**src/rtl/dsp_cmd_pkg.sv**
```systemverilog
package dsp_cmd_pkg;
  localparam int unsigned BYTE_W = 8;

  typedef enum logic [1:0] {
    CLS_MODE = 2'b00,
    CLS_DATA = 2'b01,
    CLS_CTRL = 2'b10,
    CLS_ADDR = 2'b11
  } cmd_cls_e;
endpackage

```
**src/rtl/dsp_sync.sv**
```systemverilog
module dsp_sync #(
  parameter int unsigned WIDTH = 3,
  parameter logic [WIDTH-1:0] RST_VAL = '1
) (
  input  logic             clk_i,
  input  logic             rst_ni,
  input  logic [WIDTH-1:0] d_i,
  output logic [WIDTH-1:0] q_o
);
  for (genvar g = 0; g < WIDTH; g++) begin : g_bit
    logic s1_q, s2_q;
    always_ff @(posedge clk_i or negedge rst_ni) begin
      if (!rst_ni) begin
        s1_q <= RST_VAL[g];
        s2_q <= RST_VAL[g];
      end else begin
        s1_q <= d_i[g];
        s2_q <= s1_q;
      end
    end
    assign q_o[g] = s2_q;
  end
endmodule

```
**src/rtl/dsp_rx.sv**
```systemverilog
module dsp_rx
  import dsp_cmd_pkg::*;
(
  input  logic              clk_i,
  input  logic              rst_ni,
  input  logic              stb_s_i,
  input  logic              sclk_s_i,
  input  logic              dio_s_i,
  output logic              vld_o,
  output logic              is_cmd_o,
  output logic [BYTE_W-1:0] data_o
);
  localparam int unsigned CNT_W = $clog2(BYTE_W);
  localparam logic [CNT_W-1:0] LAST_BIT = CNT_W'(BYTE_W - 1);

  logic              sclk_q;
  logic              rise;
  logic [CNT_W-1:0]  cnt_q;
  logic              first_q;
  logic [BYTE_W-1:0] sh_q;
  logic [BYTE_W-1:0] sh_nxt;

  assign rise   = sclk_s_i & ~sclk_q;
  assign sh_nxt = {dio_s_i, sh_q[BYTE_W-1:1]};

  always_ff @(posedge clk_i or negedge rst_ni) begin
    if (!rst_ni) sclk_q <= 1'b1;
    else         sclk_q <= sclk_s_i;
  end

  always_ff @(posedge clk_i or negedge rst_ni) begin
    if (!rst_ni) begin
      cnt_q    <= '0;
      first_q  <= 1'b1;
      sh_q     <= '0;
      vld_o    <= 1'b0;
      is_cmd_o <= 1'b0;
      data_o   <= '0;
    end else if (stb_s_i) begin
      // idle or aborted frame: drop partial bits, next byte is a command
      cnt_q   <= '0;
      first_q <= 1'b1;
      vld_o   <= 1'b0;
    end else begin
      vld_o <= 1'b0;
      if (rise) begin
        sh_q  <= sh_nxt;
        cnt_q <= cnt_q + 1'b1;
        if (cnt_q == LAST_BIT) begin
          vld_o    <= 1'b1;
          data_o   <= sh_nxt;
          is_cmd_o <= first_q;
          first_q  <= 1'b0;
        end
      end
    end
  end
endmodule

```
**src/rtl/dsp_regs.sv**
```systemverilog
module dsp_regs
  import dsp_cmd_pkg::*;
#(
  parameter int unsigned MEM_BYTES = 14,
  parameter int unsigned AW = 4
) (
  input  logic              clk_i,
  input  logic              rst_ni,
  input  logic              vld_i,
  input  logic              is_cmd_i,
  input  logic [BYTE_W-1:0] data_i,
  output logic              grid5_o,
  output logic              test_mode_o,
  output logic              fixed_addr_o,
  output logic              read_keys_o,
  output logic              disp_on_o,
  output logic [2:0]        dim_o,
  output logic [AW-1:0]     addr_o,
  output logic              we_o,
  output logic [AW-1:0]     waddr_o,
  output logic [BYTE_W-1:0] wdata_o
);
  localparam logic [AW-1:0] LAST_ADDR = AW'(MEM_BYTES - 1);

  cmd_cls_e cls;
  logic     addr_ok;
  logic     unused_bits;

  assign cls         = cmd_cls_e'(data_i[7:6]);
  assign addr_ok     = (addr_o <= LAST_ADDR);
  assign unused_bits = ^data_i[5:4];

  assign we_o    = vld_i & ~is_cmd_i & ~read_keys_o & addr_ok;
  assign waddr_o = addr_o;
  assign wdata_o = data_i;

  always_ff @(posedge clk_i or negedge rst_ni) begin
    if (!rst_ni) begin
      grid5_o      <= 1'b0;
      test_mode_o  <= 1'b0;
      fixed_addr_o <= 1'b0;
      read_keys_o  <= 1'b0;
      disp_on_o    <= 1'b0;
      dim_o        <= '0;
      addr_o       <= '0;
    end else if (vld_i && is_cmd_i) begin
      unique case (cls)
        CLS_MODE: begin
          if (data_i[1] == 1'b0 && data_i[0] != grid5_o) begin
            grid5_o   <= data_i[0];
            disp_on_o <= 1'b0;
          end
        end
        CLS_DATA: begin
          test_mode_o  <= data_i[3];
          fixed_addr_o <= data_i[2];
          read_keys_o  <= data_i[1];
        end
        CLS_CTRL: begin
          disp_on_o <= data_i[3];
          dim_o     <= data_i[2:0];
        end
        CLS_ADDR: addr_o <= data_i[AW-1:0];
        default: ;
      endcase
    end else if (we_o && !fixed_addr_o) begin
      addr_o <= addr_o + 1'b1;
    end
  end
endmodule

```
**src/rtl/dsp_mem.sv**
```systemverilog
module dsp_mem
  import dsp_cmd_pkg::*;
#(
  parameter int unsigned DEPTH = 14,
  parameter int unsigned AW = 4
) (
  input  logic                    clk_i,
  input  logic                    rst_ni,
  input  logic                    we_i,
  input  logic [AW-1:0]           waddr_i,
  input  logic [BYTE_W-1:0]       wdata_i,
  output logic [DEPTH*BYTE_W-1:0] mem_o
);
  for (genvar g = 0; g < DEPTH; g++) begin : g_ent
    logic [BYTE_W-1:0] ent_q;
    always_ff @(posedge clk_i or negedge rst_ni) begin
      if (!rst_ni)                            ent_q <= '0;
      else if (we_i && waddr_i == AW'(g))     ent_q <= wdata_i;
    end
    assign mem_o[g*BYTE_W +: BYTE_W] = ent_q;
  end
endmodule

```
**src/rtl/dsp_cmd_if.sv**
```systemverilog
module dsp_cmd_if
  import dsp_cmd_pkg::*;
#(
  parameter int unsigned MEM_BYTES = 14,
  localparam int unsigned AW = 4,
  localparam int unsigned MW = MEM_BYTES * BYTE_W
) (
  input  logic          clk_i,
  input  logic          rst_ni,
  input  logic          stb_i,
  input  logic          sclk_i,
  input  logic          dio_i,
  output logic          byte_stb_o,
  output logic          grid5_o,
  output logic          test_mode_o,
  output logic          fixed_addr_o,
  output logic          read_keys_o,
  output logic          disp_on_o,
  output logic [2:0]    dim_o,
  output logic [AW-1:0] addr_o,
  output logic [MW-1:0] mem_o
);
  logic [2:0]        pins_s;
  logic              vld, is_cmd, we;
  logic [BYTE_W-1:0] rx_data, wdata;
  logic [AW-1:0]     waddr;

  dsp_sync #(.WIDTH(3), .RST_VAL(3'b111)) u_sync (
    .clk_i (clk_i),
    .rst_ni(rst_ni),
    .d_i   ({dio_i, sclk_i, stb_i}),
    .q_o   (pins_s)
  );

  dsp_rx u_rx (
    .clk_i   (clk_i),
    .rst_ni  (rst_ni),
    .stb_s_i (pins_s[0]),
    .sclk_s_i(pins_s[1]),
    .dio_s_i (pins_s[2]),
    .vld_o   (vld),
    .is_cmd_o(is_cmd),
    .data_o  (rx_data)
  );

  dsp_regs #(.MEM_BYTES(MEM_BYTES), .AW(AW)) u_regs (
    .clk_i       (clk_i),
    .rst_ni      (rst_ni),
    .vld_i       (vld),
    .is_cmd_i    (is_cmd),
    .data_i      (rx_data),
    .grid5_o     (grid5_o),
    .test_mode_o (test_mode_o),
    .fixed_addr_o(fixed_addr_o),
    .read_keys_o (read_keys_o),
    .disp_on_o   (disp_on_o),
    .dim_o       (dim_o),
    .addr_o      (addr_o),
    .we_o        (we),
    .waddr_o     (waddr),
    .wdata_o     (wdata)
  );

  dsp_mem #(.DEPTH(MEM_BYTES), .AW(AW)) u_mem (
    .clk_i  (clk_i),
    .rst_ni (rst_ni),
    .we_i   (we),
    .waddr_i(waddr),
    .wdata_i(wdata),
    .mem_o  (mem_o)
  );

  assign byte_stb_o = vld;
endmodule

```
**config.mk**
```make
export PLATFORM = sky130hd
export DESIGN_NAME = dsp_cmd_if
export DESIGN_NICKNAME = d
export VERILOG_FILES = /design/src/rtl/dsp_cmd_pkg.sv /design/src/rtl/dsp_sync.sv /design/src/rtl/dsp_rx.sv /design/src/rtl/dsp_regs.sv /design/src/rtl/dsp_mem.sv /design/src/rtl/dsp_cmd_if.sv
export SDC_FILE = /design/constraint.sdc
export NUM_CORES = 1
export LEC_CHECK = 0
export BUFFER_PORTS_ARGS = -buffer_cell sky130_fd_sc_hd__buf_2
export CAP_MARGIN = 0
export CORE_UTILIZATION = 54
export DETAILED_ROUTE_END_ITERATION = 8
export PLACE_DENSITY = 0.79
export SLEW_MARGIN = 5
export SYNTH_ARGS = -nofsm -noshare
export SYNTH_HDL_FRONTEND = slang
export SYNTH_SLANG_ARGS = --single-unit
```
**constraint.sdc**
```tcl
create_clock -name clk_i -period 2.31 [get_ports clk_i]
set_clock_uncertainty 0.2 [all_clocks]
set_input_delay 0.1155 -clock clk_i [delete_from_list [all_inputs] [get_ports clk_i]]
set_output_delay 0.1155 -clock clk_i [all_outputs]
set_load 0.05 [all_outputs]
```
### Word-level counts from Yosys, hierarchy flattened

Index checks and enable logic that the tools add are counted.

| storage, ports and cells | value |
|---|---|
| register bits after elaboration | 153 |
| bits of input ports | 5 |

| cells by class | value |
|---|---|
| $add $sub $neg | 2 |
| $lt $le $gt $ge | 1 |
| eq/ne operators | 20 |
| mux-type cells | 13 |
| bitwise operators | 9 |
| reduce and logical (&&, ||, !) cells | 32 |

Operators by type and width:

| operator | number |
|---|---|
| equality test 4 bit (second input constant) | 6 |
| logical AND 1 bit | 17 |
| equality test 4 x 3 -> 1 bit (second input constant) | 4 |
| 2-to-1 mux 4 bit | 3 |
| AND reduction 2 bit | 5 |
| AND reduction 3 bit | 3 |
| equality test 4 x 2 -> 1 bit (second input constant) | 2 |
| nonzero test 2 bit | 4 |
| 2-to-1 mux 1 bit | 7 |
| 2-to-1 mux 3 bit | 2 |
| NOT 1 bit | 5 |
| adder 4 x 1 -> 4 bit (second input constant) | 1 |
| bitwise AND 1 bit | 4 |
| equality test 2 bit (second input constant) | 2 |
| equality test 4 x 1 -> 1 bit (second input constant) | 1 |
| less-or-equal comparator 4 bit (second input constant) | 1 |
| zero test 4 bit | 1 |
| adder 3 x 1 -> 3 bit (second input constant) | 1 |
| equality test 3 bit (second input constant) | 1 |
| equality test 2 x 1 -> 1 bit (second input constant) | 1 |
| zero test 2 bit | 1 |
| != test 2 x 1 -> 1 bit (second input constant) | 1 |
| != test 2 bit (second input constant) | 1 |
| one-hot mux 1 bit (2 select lines) | 1 |
| other kinds (2) | 2 |

### Longest topological paths before layout

Gate-level depths: netlist of run 1.

| depth | value |
|---|---|
| depth in word-level cells | 7 |
| gate-level depth with buffers | 5 |

### Modules after synthesis

Synthesis of run 1 repeated with hierarchy kept, for this count alone.

| second synthesis, totals | value |
|---|---|
| cells, all modules | 391 |
| area total of the unflattened synthesis | 6,177.2 µm² |

Modules (own cells, without submodules):

| module | times used | cells an instance | area an instance (µm²) | seq. area each (µm²) |
|---|---|---|---|---|
| dsp_mem | 1 | 260 | 4,389.2 | 2,802.7 |
| dsp_rx | 1 | 53 | 860.8 | 553.0 |
| dsp_regs | 1 | 69 | 747.0 | 300.3 |
| dsp_sync | 1 | 9 | 180.2 | 157.7 |

### Worst setup path after synthesis of run 1

OpenSTA, ideal clock, no wires.

| path | value |
|---|---|
| path kind | flip-flop to flip-flop |
| start point | register u_regs.addr_o[0] |
| end point | register u_mem.g_ent[12].ent_q[0] |
| library setup time | 0.125 ns |
| arrival time | 1.991 ns |
| slack | -0.006 ns |
| cell stages (with the launch flop) | 5 |
| path buffers | 0 |
| period minus slack after synthesis | 2.316 ns |
| cell sequence | dfrtp_1 -> ha_1 -> and4bb_2 -> nor3_4 -> mux2_2 |

| on the way | value |
|---|---|
| longest elaborated chain between the ends | 3 |

Ends and longest elaborated chain:

| item | line | RTL |
|---|---|---|
| start, declared | dsp_regs.sv:18 | `output logic [AW-1:0] addr_o,` |
| start signal, assigned | dsp_regs.sv:63 | `CLS_ADDR: addr_o <= data_i[AW-1:0];` |
| start signal, assigned | dsp_regs.sv:67 | `addr_o <= addr_o + 1'b1;` |
| less-or-equal comparator 4 bit | dsp_regs.sv:30 | `assign addr_ok = (addr_o <= LAST_ADDR);` |
| bitwise AND 1 bit | dsp_regs.sv:33 | `assign we_o = vld_i & ~is_cmd_i & ~read_keys_o & addr_ok;` |
| logical AND 1 bit (*) | dsp_mem.sv:18 | `else if (we_i && waddr_i == AW'(g)) ent_q <= wdata_i;` |
| end signal, assigned | dsp_mem.sv:18 |  |
| end, declared | dsp_mem.sv:15 | `logic [BYTE_W-1:0] ent_q;` |

Mark *: on every way between the ends. The rest lies on a longest branch, timed or not.
A chain may end at the register's enable or synchronous reset.

### Worst setup path after layout of run 1

| path | value |
|---|---|
| start point | register u_rx.is_cmd_o |
| end point | register u_mem.g_ent[12].ent_q[1] |

| on the way | value |
|---|---|
| longest elaborated chain between the ends | 5 |

Ends and longest elaborated chain:

| item | line | RTL |
|---|---|---|
| start, declared | dsp_rx.sv:10 | `output logic is_cmd_o,` |
| start signal, assigned | dsp_rx.sv:52 | `is_cmd_o <= first_q;` |
| NOT 1 bit | dsp_regs.sv:33 |  |
| bitwise AND 1 bit (3 in series) | dsp_regs.sv:33 |  |
| logical AND 1 bit | dsp_mem.sv:18 |  |

Every way passes these cells.

==> impl_metrics.ini, run 1 <==
[outcome]
status = complete, but fails checks
violations = negative hold slack

[global_routing]
grt_max_degree = 57
grt_antenna_before_repair = 0
grt_pass1_wl_um = 21490
grt-ovfl-total = 0
grt_pass1_vias = 3933
track_usage = 0.2551

[yosys]
ys_top_cells_by_area = dfrtp_1 (60%), mux2_2 (25%), dfstp_2 (3.5%)
yosysUniqueCellTypes = 42
yosys.area.top_type = dfrtp_1
yosysTopAreaCellShare = 0.6019
synthesis.nets = 390
netlist_instances = 378
ys_warn_count = 0
yosys_register_bits = 152
synth-seq-area-share = 0.6370
avgSynthCellArea_um2 = 15.84
synth_area_um2 = 5987

[placed_design]
routabilityCongestion = 0.8892
dpl.hpwl_um = 8773
io_buffers = 129

[finish]
layout-drive-gt1-share = 0.6089
syn_to_final_growth_pct = 25.33
diodes = 0
layout.nets = 536

[timing]
worst_hold_slack_ps = -69.34
post-route-period-util = 0.9442
maxSlewHeadroom = 0.4507
hold_violations = 44
drv_slew = 0
setup_violations = 0
tightest_slew_ps = 824.0
fin_crit_ps = 2181
rsz0062_at_grt = false
setup_tns_ps = 0
fmax_mhz = 458.5

[routing]
drc = 0
vias_per_cell = 5.484
routedWlPerCell_um = 19.91
vias = 3713
drt_iter0_markers = 169
drtPass1Iterations = 6
wirelength_um = 13480
ant_nets = 0

[power_and_ir_drop]
vdd_drop_max_mv = 0.5678
cellPowerDensity_nw_per_um2 = 751.2
power_mw = 5.637
total_leakage_power_nw = 4.155

[critical_path]
crit_path_start_kind = register
cp.required_ps = 2510
end_kind = register
crit_arrival_ps = 2380
critical_path_peak_fanout = 8
path_class = reg -> reg

[clock_network]
post_cts_buffers = 0
cts_resized = 0
numCtsBuffers = 17
cts_hold_buf = 5
h-tree-depth = 4
cts_buffer_depth = 2
insertion_delay_ps = 520
cts_root_buf = clkbuf_8
clock-sinks = 152
cts_tree = done
clk_pin_slew_worst_paths_ps = 60

[die]
rows = 38
ios = 130
coreArea_um2 = 10840
die_h_um = 107.3
dieArea_um2 = 11510
initial_utilization = 0.5523
die_x_um = 107.3

[worst_hold_path]
hp-class = in -> async

[run]
cap_viol_max_count = 0
==> worst max-delay path: stages (launching register included) <==
cell and delay, ps:
dfrtp_1 470, or3b_1 540, nor3_4 460, mux2_2 390
==> metrics by stage <==
stage | cell area (um^2) | hold WS (ps) | setup WS [ps] | util | std cells
floorplan | 5988 | -380.1 | 19.32 | - | 378
global placement | 6858 | -29.65 | 223.1 | 0.6326 | 640
detailed placement | 6858 | -25.10 | 173.9 | 0.6326 | 640
CTS | 7503 | -53.57 | 138.8 | 0.6922 | 677
global route | 7503 | -27.89 | 41.10 | 0.6922 | 677
finish | 7503 | -69.34 | 129.0 | 0.6922 | 677
==> cells in the mapped netlist, drive strengths merged <==
library cell,n
nor3b,3
o22a,1
buf,6
mux2i,5
or3b,1
nor4,2
o211ai,4
dfrtp,144
nand4b,1
o311ai,2
nand2,2
and2,1
and4bb,1
nor2,6
o31a,1
nor4b,1
nand3,10
xor2,1
nand3b,5
nor2b,2
dfstp,8
inv,4
nand4,1
a21o,1
and3,2
a21oi,1
nor3,1
clkbuf,14
mux2,134
xnor2,1
a211o,1
o21ai,2
ha,7
or3,1
nand2b,1
==> layout by cell type, fill, tap and decap left out, types with 3 or more instances in the layout <==
| cell type | count |
|---|---|
| inv_1 | 4 |
| dlygate4sd3_1 | 5 |
| clkinv_2 | 4 |
| dfrtp_1 | 143 |
| bufinv_16 | 3 |
| nor2_1 | 5 |
| buf_12 | 3 |
| clkbuf_8 | 3 |
| buf_4 | 10 |
| o211ai_1 | 4 |
| buf_2 | 128 |
| dfstp_2 | 8 |
| nand3b_2 | 4 |
| clkinvlp_4 | 3 |
| ha_1 | 7 |
| nand3_1 | 8 |
| clkbuf_16 | 16 |
| mux2_2 | 134 |
| mux2i_1 | 5 |
==> where the power goes <==
part / switching, mW / internal, mW / total, mW
combinational: 0.0710 / 0.0622 / 0.133
clock: 1.04 / 1.70 / 2.74
sequential: 0.0409 / 2.73 / 2.77
==> layout make-up <==
class	count	area, um^2
Clock buffer	20	445.4
Timing Repair Buffer	147	837.1
Fill cell	721	3337
Clock inverter	12	150.1
Inverter	4	15.01
Tap cell	140	175.2
Multi-Input combinational cell	202	2066
Sequential cell	152	3815
==> logic make-up (layout without fill, tap and decap cells) <==
kind of cell	after synthesis	count (layout)	share of synthesized area
muxes	139	139	0.2604
xor gates and xnor gates	2	2	0.002926
and+or+nand+nor	41	41	0.05100
AOI/OAI and AO/OA	13	13	0.01609
buffers and inverters	24	183	0.01797
adders and majority gates	7	7	0.01463
DFF	152	152	0.6370
==> final timing paths <==
check,endpoint,cells past startpoint,slack [ps],startpoint
setup / recovery,u_mem.g_ent[12].ent_q[1],3,130,u_rx.is_cmd_o
hold / removal,u_mem.g_ent[11].ent_q[2],2,-70,rst_ni
setup reg to reg,u_mem.g_ent[12].ent_q[1],3,130,u_rx.is_cmd_o
hold reg to reg,u_sync.g_bit[0].s2_q,0,150,u_sync.g_bit[0].s1_q
max in group asynchronous,u_mem.g_ent[10].ent_q[1],3,490,rst_ni
min in group clk_i,u_sync.g_bit[1].s1_q,2,30,sclk_i
==> layer usage <==
metal / track usage / routed length (um) / vias up
met5: 0 / 0 / -
met4: 0.08611 / 216 / 0
met3: 0.06477 / 762 / 20
met1: 0.3245 / 5473 / 1929
met2: 0.4272 / 7023 / 130
li1: - / - / 1634
==> sequential cells by signal (all words and copies together), names as in the netlist <==
register and flops:
u_rx.sh_q 7, u_regs.fixed_addr_o 1, u_regs.addr_o 4, u_regs.disp_on_o 1, u_sync.g_bit.s1_q 3, u_regs.test_mode_o 1, u_sync.g_bit.s2_q 3, u_regs.read_keys_o 1
u_rx.sclk_q 1, u_rx.is_cmd_o 1, u_mem.g_ent.ent_q 112, u_rx.data_o 8, u_rx.vld_o 1, u_rx.cnt_q 3, u_regs.dim_o 3, u_rx.first_q 1
u_regs.grid5_o 1
Power figures use the tool's default switching activity.
==> inputs of run 2 (changes only) <==
--- a/config.mk
+++ b/config.mk
@@ -10,6 +10,7 @@
 export CORE_UTILIZATION = 54
 export DETAILED_ROUTE_END_ITERATION = 8
 export PLACE_DENSITY = 0.79
+export RECOVER_POWER = 25
 export SLEW_MARGIN = 5
 export SYNTH_ARGS = -nofsm -noshare
 export SYNTH_HDL_FRONTEND = slang
==> constraint.sdc (replaced) <==
create_clock -name clk_i -period 2.31 [get_ports clk_i]
set_clock_uncertainty 0.2 [all_clocks]
set_input_delay 0.462 -clock clk_i [delete_from_list [all_inputs] [get_ports clk_i]]
set_output_delay 0.462 -clock clk_i [all_outputs]
set_load 0.05 [all_outputs]
==> run 2 against run 1 <==
Compared with the run above:
- the run ends with design-rule violations left
- clock power fell by 3%
- cell area fell by 0.75%
- maximum frequency rose by 0.43%
- critical endpoint is now u_mem.g_ent[12].ent_q[7]
- largest cell class unchanged
- largest power group unchanged
- highest routed layer unchanged
==> impl_metrics.ini, run 2 (synthesis gave the netlist of run 1 again) <==
[clock_network]
cts_root_buf = clkbuf_8
cts_tree = done
cts_buffer_depth = 2
clock-sinks = 152
post_cts_buffers = 0
insertion_delay_ps = 510
clk_pin_slew_worst_paths_ps = 60
cts_resized = 0
numCtsBuffers = 17
h-tree-depth = 4
cts_hold_buf = 4

[critical_path]
end_kind = register
cp_cell_sequence = or3b_1 > nor3_4 > mux2_2
slowest_stage = or3b_1
cp.required_ps = 2500
critical-path-top-delay-family = simple AND/OR/NAND/NOR gates
crit_arrival_ps = 2360
crit_path_start_kind = register
critical_path_peak_fanout = 8
crit_path_max_incr_delay_ps = 540
path_class = reg -> reg
crit_buf_inv = 0

[routing]
wl_met2_um = 6745
highest_layer = met4
wl_met3_um = 715
ant_nets = 0
drc = 1
wirelength_um = 13130
vias_per_cell = 5.482
routedWlPerCell_um = 19.42
met1_length_um = 5528
vias = 3706
drt_iter0_markers = 201
drtPass1Iterations = 6

[power_and_ir_drop]
cellPowerDensity_nw_per_um2 = 744.3
total_leakage_power_nw = 4.116
vdd_drop_max_mv = 0.4618
power_mw = 5.543

[timing]
fmax_mhz = 460.5
setup_ws_ps = 138.3
maxSlewHeadroom = 0.1430
drv_slew = 0
tightest_slew_ps = 1286
post-route-period-util = 0.9401
fin_crit_ps = 2172
hold_violations = 0
setup_tns_ps = 0
setup_violations = 0
rsz0062_at_grt = false

[die]
die_h_um = 107.3
rows = 38
die_x_um = 107.3
coreArea_um2 = 10840
dieArea_um2 = 11510
ios = 130
initial_utilization = 0.5523

[finish]
largest_reg_flops = 112
final_util = 0.6870
diodes = 0
final_area_um2 = 7447
layout_common_cells = dfrtp_1 (143), mux2_2 (134), buf_2 (128)
layout-drive-gt1-share = 0.6045
top_regs = u_mem.g_ent.ent_q: 112 flops, u_rx.data_o: 8 flops, u_rx.sh_q: 7 flops
layout.nets = 535
regMostFlops = u_mem.g_ent.ent_q
fillerInstances = 748
syn_to_final_growth_pct = 24.39
final_common_cell = dfrtp_1

[placed_design]
dp_slack_ps = 157.2
routabilityCongestion = 0.8615
dpl.hpwl_um = 8588
dpl_cell_area_um2 = 6858
io_buffers = 129

[run]
cap_viol_max_count = 0

[global_routing]
grt_max_degree = 52
grt_pass1_vias = 3846
track_usage = 0.2465
grt-ovfl-total = 0
grt_pass1_wl_um = 20870
grt_antenna_before_repair = 0

[outcome]
status = complete, but fails checks
violations = design-rule violations

[worst_hold_path]
hp-class = reg -> reg
[run 2: layout make-up]
class	count	area [um^2]	area share
Clock buffer	21	449.2	0.06032
Clock inverter	11	123.9	0.01663
Inverter	4	15.01	0.002016
Multi-Input combinational cell	202	2066	0.2774
Sequential cell	152	3815	0.5123
Tap cell	140	175.2	0.02352
Timing Repair Buffer	146	803.3	0.1079
[run 2: per-stage QoR]
| step | hold slack (ps) | std cells |
|---|---|---|
| 5_1_grt | 160.2 | 676 |
| 4_1_cts | 157.0 | 676 |
| 3_5_place_dp | 148.1 | 640 |
| 6_report | 156.3 | 676 |
| 3_3_place_gp | 146.1 | 640 |
| 2_1_floorplan | -33.59 | 378 |
[run 2: final timing paths]
kind | startpoint | endpoint | slack (ps) | cells past startpoint
min reg2reg | u_sync.g_bit[0].s1_q | u_sync.g_bit[0].s2_q | 160 | 0
max | u_rx.is_cmd_o | u_mem.g_ent[12].ent_q[7] | 140 | 3
min | u_sync.g_bit[0].s1_q | u_sync.g_bit[0].s2_q | 160 | 0
max in group asynchronous | rst_ni | u_sync.g_bit[2].s1_q | 350 | 3
max reg2reg | u_rx.is_cmd_o | u_mem.g_ent[12].ent_q[7] | 140 | 3
min in group asynchronous | rst_ni | u_mem.g_ent[10].ent_q[4] | 560 | 2
[run 2: where the power goes]
group	switching [mW]	total, mW	internal (mW)
registers	0.0402	2.77	2.73
clock network	1.06	2.65	1.59
logic	0.0709	0.128	0.0571
[run 2: per-layer routing]
layer  vias up  GRT usage
met5         -          0
met3        12    0.06538
met2       120     0.4106
li1       1643          -
met1      1931     0.3162
met4         0    0.07828
==> inputs of run 3 (changes only) <==
--- a/config.mk
+++ b/config.mk
@@ -7,6 +7,7 @@
 export LEC_CHECK = 0
 export BUFFER_PORTS_ARGS = -buffer_cell sky130_fd_sc_hd__buf_2
 export CAP_MARGIN = 0
+export CORE_MARGIN = 4
 export CORE_UTILIZATION = 54
 export DETAILED_ROUTE_END_ITERATION = 8
 export PLACE_DENSITY = 0.79
==> run 3 against run 2 <==
Compared with the run above:
- the run now ends clean
- maximum frequency grew 0.71%
- sequential share of layout area is essentially flat
- global-route usage shrank 3.1 points
- non-clock buffer count up 2
- sequential cell count unchanged
- combinational power about the same
- register-to-register slack gained 20 ps
- sequential power hardly changed
- total power decreased by 0.55%
- worst setup slack better by 15 ps
- clock power decreased by 2%
- worst hold slack got worse by 0.95 ps
==> impl_metrics.ini, run 3 (synthesis gave the netlist of run 1 again) <==
[global_routing]
track_usage = 0.2157
grt_max_degree = 54
grt_pass1_vias = 3943
grt_antenna_before_repair = 0
grt-ovfl-total = 0
grt_pass1_wl_um = 21280

[clock_network]
insertion_delay_ps = 520
h-tree-depth = 4
clock-sinks = 152
clk_pin_slew_worst_paths_ps = 60
cts_root_buf = clkbuf_8
numCtsBuffers = 17
cts_buffer_depth = 2
post_cts_buffers = 0
cts_tree = done

[power_and_ir_drop]
p_switching_mw = 1.146
power_mw = 5.512
p_int_mw = 4.367
cellPowerDensity_nw_per_um2 = 739.8
vdd_drop_max_mv = 0.4090
swShare = 0.2078
combPwrFrac = 0.024
power_frac_clock = 0.474
power_frac_seq = 0.502
total_leakage_power_nw = 4.141

[routing]
vias = 3683
drc = 0
drtPass1Iterations = 4
ant_nets = 0
routedWlPerCell_um = 19.13
vias_per_cell = 5.440
drt_iter0_markers = 189
wirelength_um = 12950

[outcome]
status = finished, final reports clean

[finish]
largest_reg_flops = 112
stdcell_count = 677
layout.nets = 537
fillerInstances = 756
regMostFlops = u_mem.g_ent.ent_q
final_common_cell = dfrtp_1
diodes = 0
layout-drive-gt1-share = 0.6089
syn_to_final_growth_pct = 24.45
layout_common_cells = dfrtp_1 (143), mux2_2 (134), buf_2 (128)
top_regs = u_mem.g_ent.ent_q: 112 flops, u_rx.data_o: 8 flops, u_rx.sh_q: 7 flops

[die]
ios = 130
initial_utilization = 0.5523
die_h_um = 113.3
dieArea_um2 = 12840
coreArea_um2 = 10840
rows = 38
die_x_um = 113.3

[timing]
hold_violations = 0
maxSlewHeadroom = 0.09879
drv_slew = 0
post-route-period-util = 0.9335
tightest_slew_ps = 1352
setup_tns_ps = 0
rsz0062_at_grt = false
fmax_mhz = 463.7
fin_crit_ps = 2156
setup_violations = 0
setup_ws_ps = 153.7
worst_hold_slack_ps = 155.3

[placed_design]
dpl.cell_count = 642
dpl.hpwl_um = 9005
routabilityCongestion = 0.8237
io_buffers = 129
dp_slack_ps = 156.0

[worst_hold_path]
whs_path_depth = 0
hp-class = reg -> reg

[run]
cap_viol_max_count = 0

[critical_path]
crit_arrival_ps = 2360
end_kind = register
ff2ff_setup_slack_ps = 150
cp.required_ps = 2510
reg2reg_depth = 3
path_class = reg -> reg
crit_path_start_kind = register
critical_path_peak_fanout = 8
==> run 3: cell types whose count changed in the layout (fill, tap and decap cells not counted), moves of 2 or more <==
cell and change:
clkinv_2 +3, clkinvlp_4 -4, clkbuf_1 -2, buf_4 +2
==> run 3: power by group through the flow <==
stage | combinational [mW] | clock (mW) | sequential, mW
6_report | 0.130 | 2.61 | 2.77
3_5_place_dp | 0.131 | 0 | 2.81
4_1_cts | 0.140 | 2.66 | 2.77
3_3_place_gp | 0.125 | 0 | 2.81
2_1_floorplan | 0.0538 | 0 | 2.80
5_1_grt | 0.150 | 2.78 | 2.77
==> run 3: layout make-up <==
cell class,count,area (um^2),share of cell area
sequential,152,3815,0.5120
multi-input combinational,202,2066,0.2772
timing repair buffer,148,812.0,0.1090
clock buffer,19,441.7,0.05928
tap,140,175.2,0.02351
clock inverter,12,126.4,0.01696
inverter,4,15.01,0.002015
==> run 3: what timing repair did <==
action,CTS,global route
hold buffers,4,0
gates resized for setup,0,0
endpoints found under the hold margin,43,0
==> run 3: stage by stage <==
step	util	cell area (um^2)
CTS	0.6889	7468
global placement	0.6328	6860
global route	0.6873	7451
detailed placement	0.6328	6860
finish	0.6873	7451
floorplan	-	5988
==> run 3: worst paths after layout <==
kind | from | to
setup / recovery | u_rx.is_cmd_o | u_mem.g_ent[12].ent_q[0]
hold / removal | u_sync.g_bit[0].s1_q | u_sync.g_bit[0].s2_q
setup reg to reg | u_rx.is_cmd_o | u_mem.g_ent[12].ent_q[0]
hold reg to reg | u_sync.g_bit[0].s1_q | u_sync.g_bit[0].s2_q
max in group asynchronous | rst_ni | u_mem.g_ent[13].ent_q[1]
min in group asynchronous | rst_ni | u_mem.g_ent[1].ent_q[6]
==> run 3: per-layer routing <==
| metal | wire length, um | track usage | vias up | part of all wire |
|---|---|---|---|---|
| li1 | - | - | 1646 | - |
| met1 | 5610 | 0.2851 | 1895 | 0.43 |
| met2 | 6403 | 0.3515 | 124 | 0.49 |
| met3 | 731 | 0.05882 | 18 | 0.056 |
| met4 | 205 | 0.06571 | 0 | 0.016 |
| met5 | 0 | 0 | - | 0 |
==> run 3: worst max-delay path, cell delays in order (launching register included) <==
cell and delay (ps):
dfrtp_1 470, or3b_1 540, nor3_4 430, mux2_2 390
